$ cat config.mk
export PLATFORM = sky130hd
export DESIGN_NAME = dual_fifo_irq
export DESIGN_NICKNAME = d
export VERILOG_FILES = /design/src/rtl/dfi_pkg.sv /design/src/rtl/dfi_fifo.sv /design/src/rtl/dfi_datapath.sv /design/src/rtl/dfi_ctrl.sv /design/src/rtl/dual_fifo_irq.sv
export SDC_FILE = /design/constraint.sdc
export NUM_CORES = 1
export LEC_CHECK = 0
export ABC_AREA = 1
export BUFFER_PORTS_ARGS = -buffer_cell sky130_fd_sc_hd__buf_2
export CAP_MARGIN = 20
export CORE_MARGIN = 10
export CORE_UTILIZATION = 53
export CTS_BUF_LIST = sky130_fd_sc_hd__clkbuf_16
export DETAILED_ROUTE_END_ITERATION = 10
export HOLD_SLACK_MARGIN = 0.1
export PLACE_DENSITY = 0.78
export SLEW_MARGIN = 20
export SYNTH_ARGS = -nofsm -noshare
export SYNTH_HDL_FRONTEND = slang
export SYNTH_SLANG_ARGS = --single-unit
$ cat constraint.sdc
create_clock -name clk -period 5.7 [get_ports clk]
set_input_delay 0.855 -clock clk [delete_from_list [all_inputs] [get_ports clk]]
set_output_delay 0.855 -clock clk [all_outputs]
set_load 0.05 [all_outputs]
$ cat src/rtl/dfi_pkg.sv
package dfi_pkg;

  typedef enum logic [2:0] {
    REG_CFG    = 3'd0,
    REG_STAT   = 3'd1,
    REG_TRIG   = 3'd2,
    REG_INTSET = 3'd3,
    REG_INTCLR = 3'd4,
    REG_TXDATA = 3'd5,
    REG_RXDATA = 3'd6
  } regSel_e;

  // configuration bit positions
  localparam int CFG_TXEN    = 0;
  localparam int CFG_RXEN    = 1;
  localparam int CFG_TXDMA   = 2;
  localparam int CFG_RXDMA   = 3;
  localparam int CFG_TXFLUSH = 4;
  localparam int CFG_RXFLUSH = 5;
  localparam int CFG_SIZE_LO = 8;

  // status bit positions
  localparam int ST_TXERR   = 0;
  localparam int ST_RXERR   = 1;
  localparam int ST_TXNFULL = 2;
  localparam int ST_TXEMPTY = 3;
  localparam int ST_RXNEMPT = 4;
  localparam int ST_TXLVL   = 5;
  localparam int ST_RXLVL   = 6;

  // interrupt enable bit positions
  localparam int IE_TXERR = 0;
  localparam int IE_RXERR = 1;
  localparam int IE_TXLVL = 2;
  localparam int IE_RXLVL = 3;

  localparam int TRIG_RX_LO = 8;

  // strobes from control to datapath
  typedef struct packed {
    logic txEn;
    logic rxEn;
    logic txPush;
    logic rxPop;
    logic txFlush;
    logic rxFlush;
  } dpStrobe_t;

  // fault pulses from datapath to control
  typedef struct packed {
    logic txUnder;
    logic rxOver;
  } dpEvent_t;

endpackage

$ cat src/rtl/dfi_fifo.sv
module dfi_fifo #(
  parameter int WIDTH = 16,
  parameter int DEPTH = 8
) (
  input  logic                             clk,
  input  logic                             rstN,
  input  logic                             flush,
  input  logic                             push,
  input  logic                             pop,
  input  logic [WIDTH-1:0]                 wdata,
  output logic [WIDTH-1:0]                 rdata,
  output logic [$clog2(DEPTH+1)-1:0]       count,
  output logic                             full,
  output logic                             empty
);
  localparam int PTR_W = (DEPTH > 1) ? $clog2(DEPTH) : 1;
  localparam int CNT_W = $clog2(DEPTH+1);

  logic [WIDTH-1:0] mem [DEPTH];
  logic [PTR_W-1:0] wrPtr, rdPtr;
  logic             doPush, doPop;

  assign full   = (count == CNT_W'(DEPTH));
  assign empty  = (count == '0);
  assign doPush = push && !full;
  assign doPop  = pop && !empty;
  assign rdata  = mem[rdPtr];

  function automatic logic [PTR_W-1:0] nextPtr(input logic [PTR_W-1:0] p);
    return (p == PTR_W'(DEPTH-1)) ? '0 : p + 1'b1;
  endfunction

  always_ff @(posedge clk) begin
    if (doPush && !flush) mem[wrPtr] <= wdata;
  end

  always_ff @(posedge clk or negedge rstN) begin
    if (!rstN) begin
      wrPtr <= '0;
      rdPtr <= '0;
      count <= '0;
    end else if (flush) begin
      wrPtr <= '0;
      rdPtr <= '0;
      count <= '0;
    end else begin
      if (doPush) wrPtr <= nextPtr(wrPtr);
      if (doPop)  rdPtr <= nextPtr(rdPtr);
      count <= count + CNT_W'(doPush) - CNT_W'(doPop);
    end
  end


  count_bound_chk: assert property (@(posedge clk) disable iff (!rstN)
    count <= CNT_W'(DEPTH));


  flush_empty_chk: assert property (@(posedge clk) disable iff (!rstN)
    flush |=> (count == '0));

endmodule

$ cat src/rtl/dfi_datapath.sv
module dfi_datapath
  import dfi_pkg::*;
#(
  parameter int DATA_W = 16,
  parameter int DEPTH  = 8
) (
  input  logic                         clk,
  input  logic                         rstN,
  input  dpStrobe_t                    stb,
  input  logic [DATA_W-1:0]            wrData,
  input  logic                         engActive,
  input  logic                         engTxReq,
  output logic                         engTxValid,
  output logic [DATA_W-1:0]            engTxData,
  input  logic                         engRxPush,
  input  logic [DATA_W-1:0]            engRxData,
  output dpEvent_t                     ev,
  output logic [$clog2(DEPTH+1)-1:0]   txCount,
  output logic [$clog2(DEPTH+1)-1:0]   rxCount,
  output logic [DATA_W-1:0]            rxHead
);
  localparam int CNT_W = $clog2(DEPTH+1);

  logic txFull, txEmpty, rxFull, rxEmpty;
  logic rxPushQ;

  assign rxPushQ = engRxPush && stb.rxEn;

  dfi_fifo #(.WIDTH(DATA_W), .DEPTH(DEPTH)) u_txq (
    .clk   (clk),
    .rstN  (rstN),
    .flush (stb.txFlush),
    .push  (stb.txPush),
    .pop   (engTxReq),
    .wdata (wrData),
    .rdata (engTxData),
    .count (txCount),
    .full  (txFull),
    .empty (txEmpty)
  );

  dfi_fifo #(.WIDTH(DATA_W), .DEPTH(DEPTH)) u_rxq (
    .clk   (clk),
    .rstN  (rstN),
    .flush (stb.rxFlush),
    .push  (rxPushQ),
    .pop   (stb.rxPop),
    .wdata (engRxData),
    .rdata (rxHead),
    .count (rxCount),
    .full  (rxFull),
    .empty (rxEmpty)
  );

  assign engTxValid = !txEmpty;
  assign ev.txUnder = engTxReq && engActive && txEmpty;
  assign ev.rxOver  = rxPushQ && rxFull;

  logic unusedFlags;
  assign unusedFlags = txFull ^ rxEmpty;


  rx_drop_chk: assert property (@(posedge clk) disable iff (!rstN)
    (rxPushQ && rxFull && !stb.rxPop && !stb.rxFlush) |=> (rxCount == CNT_W'(DEPTH)));


  rx_disabled_chk: assert property (@(posedge clk) disable iff (!rstN)
    (!stb.rxEn && !stb.rxPop && !stb.rxFlush) |=> $stable(rxCount));

endmodule

$ cat src/rtl/dfi_ctrl.sv
module dfi_ctrl
  import dfi_pkg::*;
#(
  parameter int DATA_W = 16,
  parameter int DEPTH  = 8
) (
  input  logic                         clk,
  input  logic                         rstN,
  input  logic                         regWr,
  input  logic                         regRd,
  input  logic [2:0]                   regAddr,
  input  logic [31:0]                  regWdata,
  output logic [31:0]                  regRdata,
  output dpStrobe_t                    stb,
  output logic [DATA_W-1:0]            wrData,
  input  dpEvent_t                     ev,
  input  logic [$clog2(DEPTH+1)-1:0]   txCount,
  input  logic [$clog2(DEPTH+1)-1:0]   rxCount,
  input  logic [DATA_W-1:0]            rxHead,
  output logic                         irq,
  output logic                         txDmaReq,
  output logic                         rxDmaReq
);
  localparam int CNT_W     = $clog2(DEPTH+1);
  localparam int TRIG_W    = CNT_W;
  localparam int SIZE_CODE = DEPTH / 8;

  logic              txEn, rxEn, txDmaEn, rxDmaEn;
  logic [TRIG_W-1:0] trigTx, trigRx;
  logic [3:0]        intEn;
  logic              txErr, rxErr;
  logic              txLvl, rxLvl;
  logic              wrCfg, wrStat, wrTrig, wrSet, wrClr, wrTx, rdRx;
  logic [31:0]       rxHeadExt;

  assign wrCfg  = regWr && (regAddr == REG_CFG);
  assign wrStat = regWr && (regAddr == REG_STAT);
  assign wrTrig = regWr && (regAddr == REG_TRIG);
  assign wrSet  = regWr && (regAddr == REG_INTSET);
  assign wrClr  = regWr && (regAddr == REG_INTCLR);
  assign wrTx   = regWr && (regAddr == REG_TXDATA);
  assign rdRx   = regRd && (regAddr == REG_RXDATA);

  assign wrData      = regWdata[DATA_W-1:0];
  assign stb.txEn    = txEn;
  assign stb.rxEn    = rxEn;
  assign stb.txPush  = wrTx && txEn;
  assign stb.rxPop   = rdRx;
  assign stb.txFlush = wrCfg && regWdata[CFG_TXFLUSH];
  assign stb.rxFlush = wrCfg && regWdata[CFG_RXFLUSH];

  always_ff @(posedge clk or negedge rstN) begin
    if (!rstN) begin
      txEn    <= 1'b0;
      rxEn    <= 1'b0;
      txDmaEn <= 1'b0;
      rxDmaEn <= 1'b0;
      trigTx  <= '0;
      trigRx  <= TRIG_W'(1);
      intEn   <= '0;
      txErr   <= 1'b0;
      rxErr   <= 1'b0;
    end else begin
      if (wrCfg) begin
        txEn    <= regWdata[CFG_TXEN];
        rxEn    <= regWdata[CFG_RXEN];
        txDmaEn <= regWdata[CFG_TXDMA];
        rxDmaEn <= regWdata[CFG_RXDMA];
      end
      if (wrTrig) begin
        trigTx <= regWdata[TRIG_W-1:0];
        trigRx <= regWdata[TRIG_RX_LO +: TRIG_W];
      end
      if (wrSet)      intEn <= intEn | regWdata[3:0];
      else if (wrClr) intEn <= intEn & ~regWdata[3:0];
      txErr <= (txErr && !(wrStat && regWdata[ST_TXERR])) || ev.txUnder;
      rxErr <= (rxErr && !(wrStat && regWdata[ST_RXERR])) || ev.rxOver;
    end
  end

  assign txLvl = txEn && (txCount <= trigTx);
  assign rxLvl = rxEn && (rxCount > trigRx);

  assign irq = (intEn[IE_TXERR] && txErr) || (intEn[IE_RXERR] && rxErr) ||
               (intEn[IE_TXLVL] && txLvl) || (intEn[IE_RXLVL] && rxLvl);
  assign txDmaReq = txDmaEn && txLvl;
  assign rxDmaReq = rxDmaEn && rxLvl;

  generate
    if (DATA_W < 32) begin : g_pad
      assign rxHeadExt = {{(32-DATA_W){1'b0}}, rxHead};
    end else begin : g_trunc
      assign rxHeadExt = rxHead[31:0];
    end
  endgenerate

  always_comb begin
    regRdata = '0;
    case (regAddr)
      REG_CFG: begin
        regRdata[CFG_TXEN]  = txEn;
        regRdata[CFG_RXEN]  = rxEn;
        regRdata[CFG_TXDMA] = txDmaEn;
        regRdata[CFG_RXDMA] = rxDmaEn;
        regRdata[CFG_SIZE_LO +: 4] = 4'(SIZE_CODE);
      end
      REG_STAT: begin
        regRdata[ST_TXERR]   = txErr;
        regRdata[ST_RXERR]   = rxErr;
        regRdata[ST_TXNFULL] = (txCount != CNT_W'(DEPTH));
        regRdata[ST_TXEMPTY] = (txCount == '0);
        regRdata[ST_RXNEMPT] = (rxCount != '0);
        regRdata[ST_TXLVL]   = txLvl;
        regRdata[ST_RXLVL]   = rxLvl;
      end
      REG_TRIG: begin
        regRdata[TRIG_W-1:0]             = trigTx;
        regRdata[TRIG_RX_LO +: TRIG_W]   = trigRx;
      end
      REG_INTSET, REG_INTCLR: regRdata[3:0] = intEn;
      REG_RXDATA: regRdata = (rxCount != '0) ? rxHeadExt : '0;
      default: regRdata = '0;
    endcase
  end

  logic unusedWdata;
  assign unusedWdata = ^regWdata;


  tx_err_cause_chk: assert property (@(posedge clk) disable iff (!rstN)
    $rose(txErr) |-> $past(ev.txUnder));


  rx_err_cause_chk: assert property (@(posedge clk) disable iff (!rstN)
    $rose(rxErr) |-> $past(ev.rxOver));


  err_sticky_chk: assert property (@(posedge clk) disable iff (!rstN)
    (txErr && !(wrStat && regWdata[ST_TXERR])) |=> txErr);


  int_clear_chk: assert property (@(posedge clk) disable iff (!rstN)
    (wrClr && regWdata[IE_TXLVL]) |=> !intEn[IE_TXLVL]);


  irq_src_chk: assert property (@(posedge clk) disable iff (!rstN)
    irq |-> (intEn != '0));

endmodule

$ cat src/rtl/dual_fifo_irq.sv
module dual_fifo_irq
  import dfi_pkg::*;
#(
  parameter int DATA_W = 16,
  parameter int DEPTH  = 8
) (
  input  logic              clk,
  input  logic              rstN,
  input  logic              regWr,
  input  logic              regRd,
  input  logic [2:0]        regAddr,
  input  logic [31:0]       regWdata,
  output logic [31:0]       regRdata,
  input  logic              engActive,
  input  logic              engTxReq,
  output logic              engTxValid,
  output logic [DATA_W-1:0] engTxData,
  input  logic              engRxPush,
  input  logic [DATA_W-1:0] engRxData,
  output logic              irq,
  output logic              txDmaReq,
  output logic              rxDmaReq
);
  localparam int CNT_W = $clog2(DEPTH+1);

  dpStrobe_t         stb;
  dpEvent_t          ev;
  logic [DATA_W-1:0] wrData, rxHead;
  logic [CNT_W-1:0]  txCount, rxCount;

  dfi_ctrl #(.DATA_W(DATA_W), .DEPTH(DEPTH)) u_ctrl (
    .clk      (clk),
    .rstN     (rstN),
    .regWr    (regWr),
    .regRd    (regRd),
    .regAddr  (regAddr),
    .regWdata (regWdata),
    .regRdata (regRdata),
    .stb      (stb),
    .wrData   (wrData),
    .ev       (ev),
    .txCount  (txCount),
    .rxCount  (rxCount),
    .rxHead   (rxHead),
    .irq      (irq),
    .txDmaReq (txDmaReq),
    .rxDmaReq (rxDmaReq)
  );

  dfi_datapath #(.DATA_W(DATA_W), .DEPTH(DEPTH)) u_dp (
    .clk        (clk),
    .rstN       (rstN),
    .stb        (stb),
    .wrData     (wrData),
    .engActive  (engActive),
    .engTxReq   (engTxReq),
    .engTxValid (engTxValid),
    .engTxData  (engTxData),
    .engRxPush  (engRxPush),
    .engRxData  (engRxData),
    .ev         (ev),
    .txCount    (txCount),
    .rxCount    (rxCount),
    .rxHead     (rxHead)
  );

endmodule

==> reports/metrics.csv <==
metric,value,unit
layout_commonest_cell,edfxtp_1,
synth.distinct_cells,37,
cts-htree-levels,1,
setup_violations,0,
top_layer,met5,
outcome,"finished, final reports clean",
maxSlewHeadroom,29.2,%
rrSetupSlack,3.21,ns
cts_max_path_buffers,3,
first_iter_violations,766,
hpwl,16.6,mm
vias_per_cell,5.46,
met2_length,13.4,mm
antenna_found_initial,5,
syn_area_per_cell,11.2,µm²
cts_tree,built,
synth_adder_area_share,3.07,%
reg2reg_depth,12,
seq_area,8640,µm²
vias,8521,
synth_top_family_by_area,simple AND/OR/NAND/NOR gates,
clock_latency,0.55,ns
grt_overflow,0,
crit_start,u_dp.u_rxq.rdPtr[0],
p_leak,0.00559,µW
clkTransAtPathRegs,0.06,ns
r2r-start,u_dp.u_txq.count[2],
report.power.total,6840,µW
rsz0062_at_grt,no,
wl,27.8,mm
wl_met3,2.15,mm
io_buffers,77,
r2r-end,u_dp.u_txq.count[2],
met1_length,11.4,mm
multiInputGateArea,3530,µm²
synth_compound_area_share,9.04,%
powerDensity,479,nW/µm²
design_area,14300,µm²
ctsHoldBuffers,0,
power.internal,4190,µW
endpoint,regRdata[10],
synth-xor-area-share,0.138,%
drv_slew,0,
die_w,175,µm
cts-root-buf,clkbuf_16,
fin_worst_skew,0.0168,ns
period_share,69.8,%
fp.dieArea,30600,µm²
min-delay-path-class,in -> async,
antenna_left,0,
ys_ff_latch,294,
cts_sinks,294,
drc,0,
placementRows,56,
ys_seq_area_share,67.8,%
ys_warn_count,0,
pin_count,110,
finalHoldViolCount,0,
setup_tns,0,ns
synth_area,12700,µm²
grt_pass1_vias,8289,
endpoint_kind,output port,
cts_setup_buffers,0,
crit_type,reg -> out,
synthCells,1137,
nets,1305,
crit_required,4.85,ns
wl_per_cell,17.8,µm
layout-drive-gt1-share,13.9,%
n_fill_cell,1794,
cap_violations,0,
irDropWorstVdd,413,µV
instances_no_fill,1562,
holdWs,0.426,ns
post_dp_cell_area,13400,µm²
crit_path_max_fanout,66,
grt_pass1_wl,43.6,mm
p_clk_share,25.8,%
start_util,54.1,%
share_comb_of_total_power,35.6,%
coreArea,23500,µm²
grt_start_max_net_pins,69,
worstPathArrival,3.12,ns
worst_pin_slew,1.06,ns
max_freq,251,MHz
place.gp.congestion,0.848,
p_seq_share,38.6,%
ctsResizeCount,0,
min_period,3.98,ns
syn_to_final_growth,12.2,%
power.net_switching,2660,µW
dieHeight,175,µm
startpoint_type,register,
grt_usage,17.6,%
synthMuxAreaShare,0.118,%
placed_cells,1505,
cts_buffers,29,
swShare,38.8,%
synth-simple-area-share,14.7,%
layout_common_cells,"edfxtp_1, nor2_1, o21ai_0",
firstDrtPassIters,6,
## power groups by stage
stage	Clock, µW	Combinational [µW]	Sequential, µW
6_report	1770	2440	2640
5_1_grt	1880	2740	2650
4_1_cts	1790	2440	2630
3_5_place_dp	0	2420	2680
3_3_place_gp	0	2360	2670
2_1_floorplan	0	1900	2640
## final cells by class
class,instances,area share [%]
inverters,72,1.89
well taps,319,2.79
flip-flops and latches,294,60.5
clock inverters,24,1.15
repair buffers,98,3.80
clock buffers,29,5.08
multi-input cells,722,24.7
diodes,4,0.0701
## state kept, by name, summed over array words and instances (netlist names), named ones only
signal / flops
u_dp.u_txq.count: 4
u_dp.u_rxq.rdPtr: 3
u_ctrl.rxErr: 1
u_dp.u_rxq.mem: 128
u_dp.u_rxq.wrPtr: 3
u_dp.u_txq.rdPtr: 3
u_dp.u_txq.wrPtr: 3
u_dp.u_txq.mem: 128
u_ctrl.trigTx: 4
u_ctrl.txErr: 1
u_ctrl.txEn: 1
u_ctrl.rxDmaEn: 1
u_ctrl.trigRx: 4
u_ctrl.rxEn: 1
u_dp.u_rxq.count: 4
u_ctrl.txDmaEn: 1
## worst max-delay path, stage by stage (launching register included)
cell and delay (ns):
dfrtp_2 0.39, buf_4 0.33, inv_2 0.83, o21ai_0 0.21, nand3_1 0.15, nand3_1 0.17
nand2_1 0.19, buf_2 0.29
## synthesized netlist by cell type
master / count / area, µm²
nor2_2: 2 / 12.5
nand2_2: 3 / 18.8
o21bai_1: 1 / 7.51
o21ai_0: 171 / 856
nand2_1: 139 / 522
o22ai_1: 6 / 37.5
dfstp_2: 1 / 26.3
clkinv_1: 1 / 3.75
nand2_4: 4 / 45.0
conb_1: 1 / 3.75
dfrtp_1: 37 / 926
mux2_4: 1 / 15.0
inv_2: 8 / 30.0
xor2_1: 2 / 17.5
o21ai_2: 1 / 8.76
nor3_1: 4 / 20.0
clkbuf_1: 21 / 78.8
nand4_1: 4 / 25.0
buf_2: 14 / 70.1
buf_4: 26 / 195
nand3_1: 52 / 260
nand3_2: 2 / 20.0
o21ai_1: 19 / 95.1
o211ai_1: 7 / 52.6
edfxtp_1: 256 / 7690
ha_1: 28 / 350
buf_6: 2 / 22.5
inv_1: 63 / 236
nor2_4: 4 / 45.0
buf_1: 1 / 3.75
o211a_1: 1 / 10.0
fa_1: 2 / 40.0
nor2_1: 234 / 878
nor3_4: 1 / 16.3
a21oi_1: 15 / 75.1
and3_1: 2 / 12.5
a22o_1: 1 / 8.76
## through the flow
step | setup WS [ns] | utilization [%]
floorplan | 2.72 | -
global placement | 2.33 | 56.9
detailed placement | 2.32 | 56.9
CTS | 1.73 | 60.6
global route | 1.52 | 60.6
finish | 1.72 | 60.7
## layer usage
metal | vias to the layer above | global-route usage [%]
met1 | 4095 | 22.8
met5 | - | 0
met2 | 304 | 28.8
li1 | 4057 | -
met3 | 61 | 3.90
met4 | 4 | 6.25
## worst min path at each step
stage / cells after the start / end / startpoint
6_report: 1 / u_dp.u_rxq.rdPtr[0] / rstN
5_1_grt: 1 / u_dp.u_rxq.rdPtr[0] / rstN
4_1_cts: 1 / u_dp.u_rxq.rdPtr[0] / rstN
3_5_place_dp: 2 / u_ctrl.rxDmaEn / u_ctrl.rxDmaEn
3_3_place_gp: 2 / u_ctrl.rxDmaEn / u_ctrl.rxDmaEn
2_1_floorplan: 2 / u_ctrl.rxDmaEn / u_ctrl.rxDmaEn
## kinds of logic after synthesis
group                    Yosys count
XOR/XNOR                           2
multiplexers                       1
flip-flops                       294
AO/OA/AOI/OAI                    222
adder cells (fa/ha/maj)           30
buffers and inverters            136
AND/OR/NAND/NOR                  451
other                              1
(Power assumes the default switching activity.)
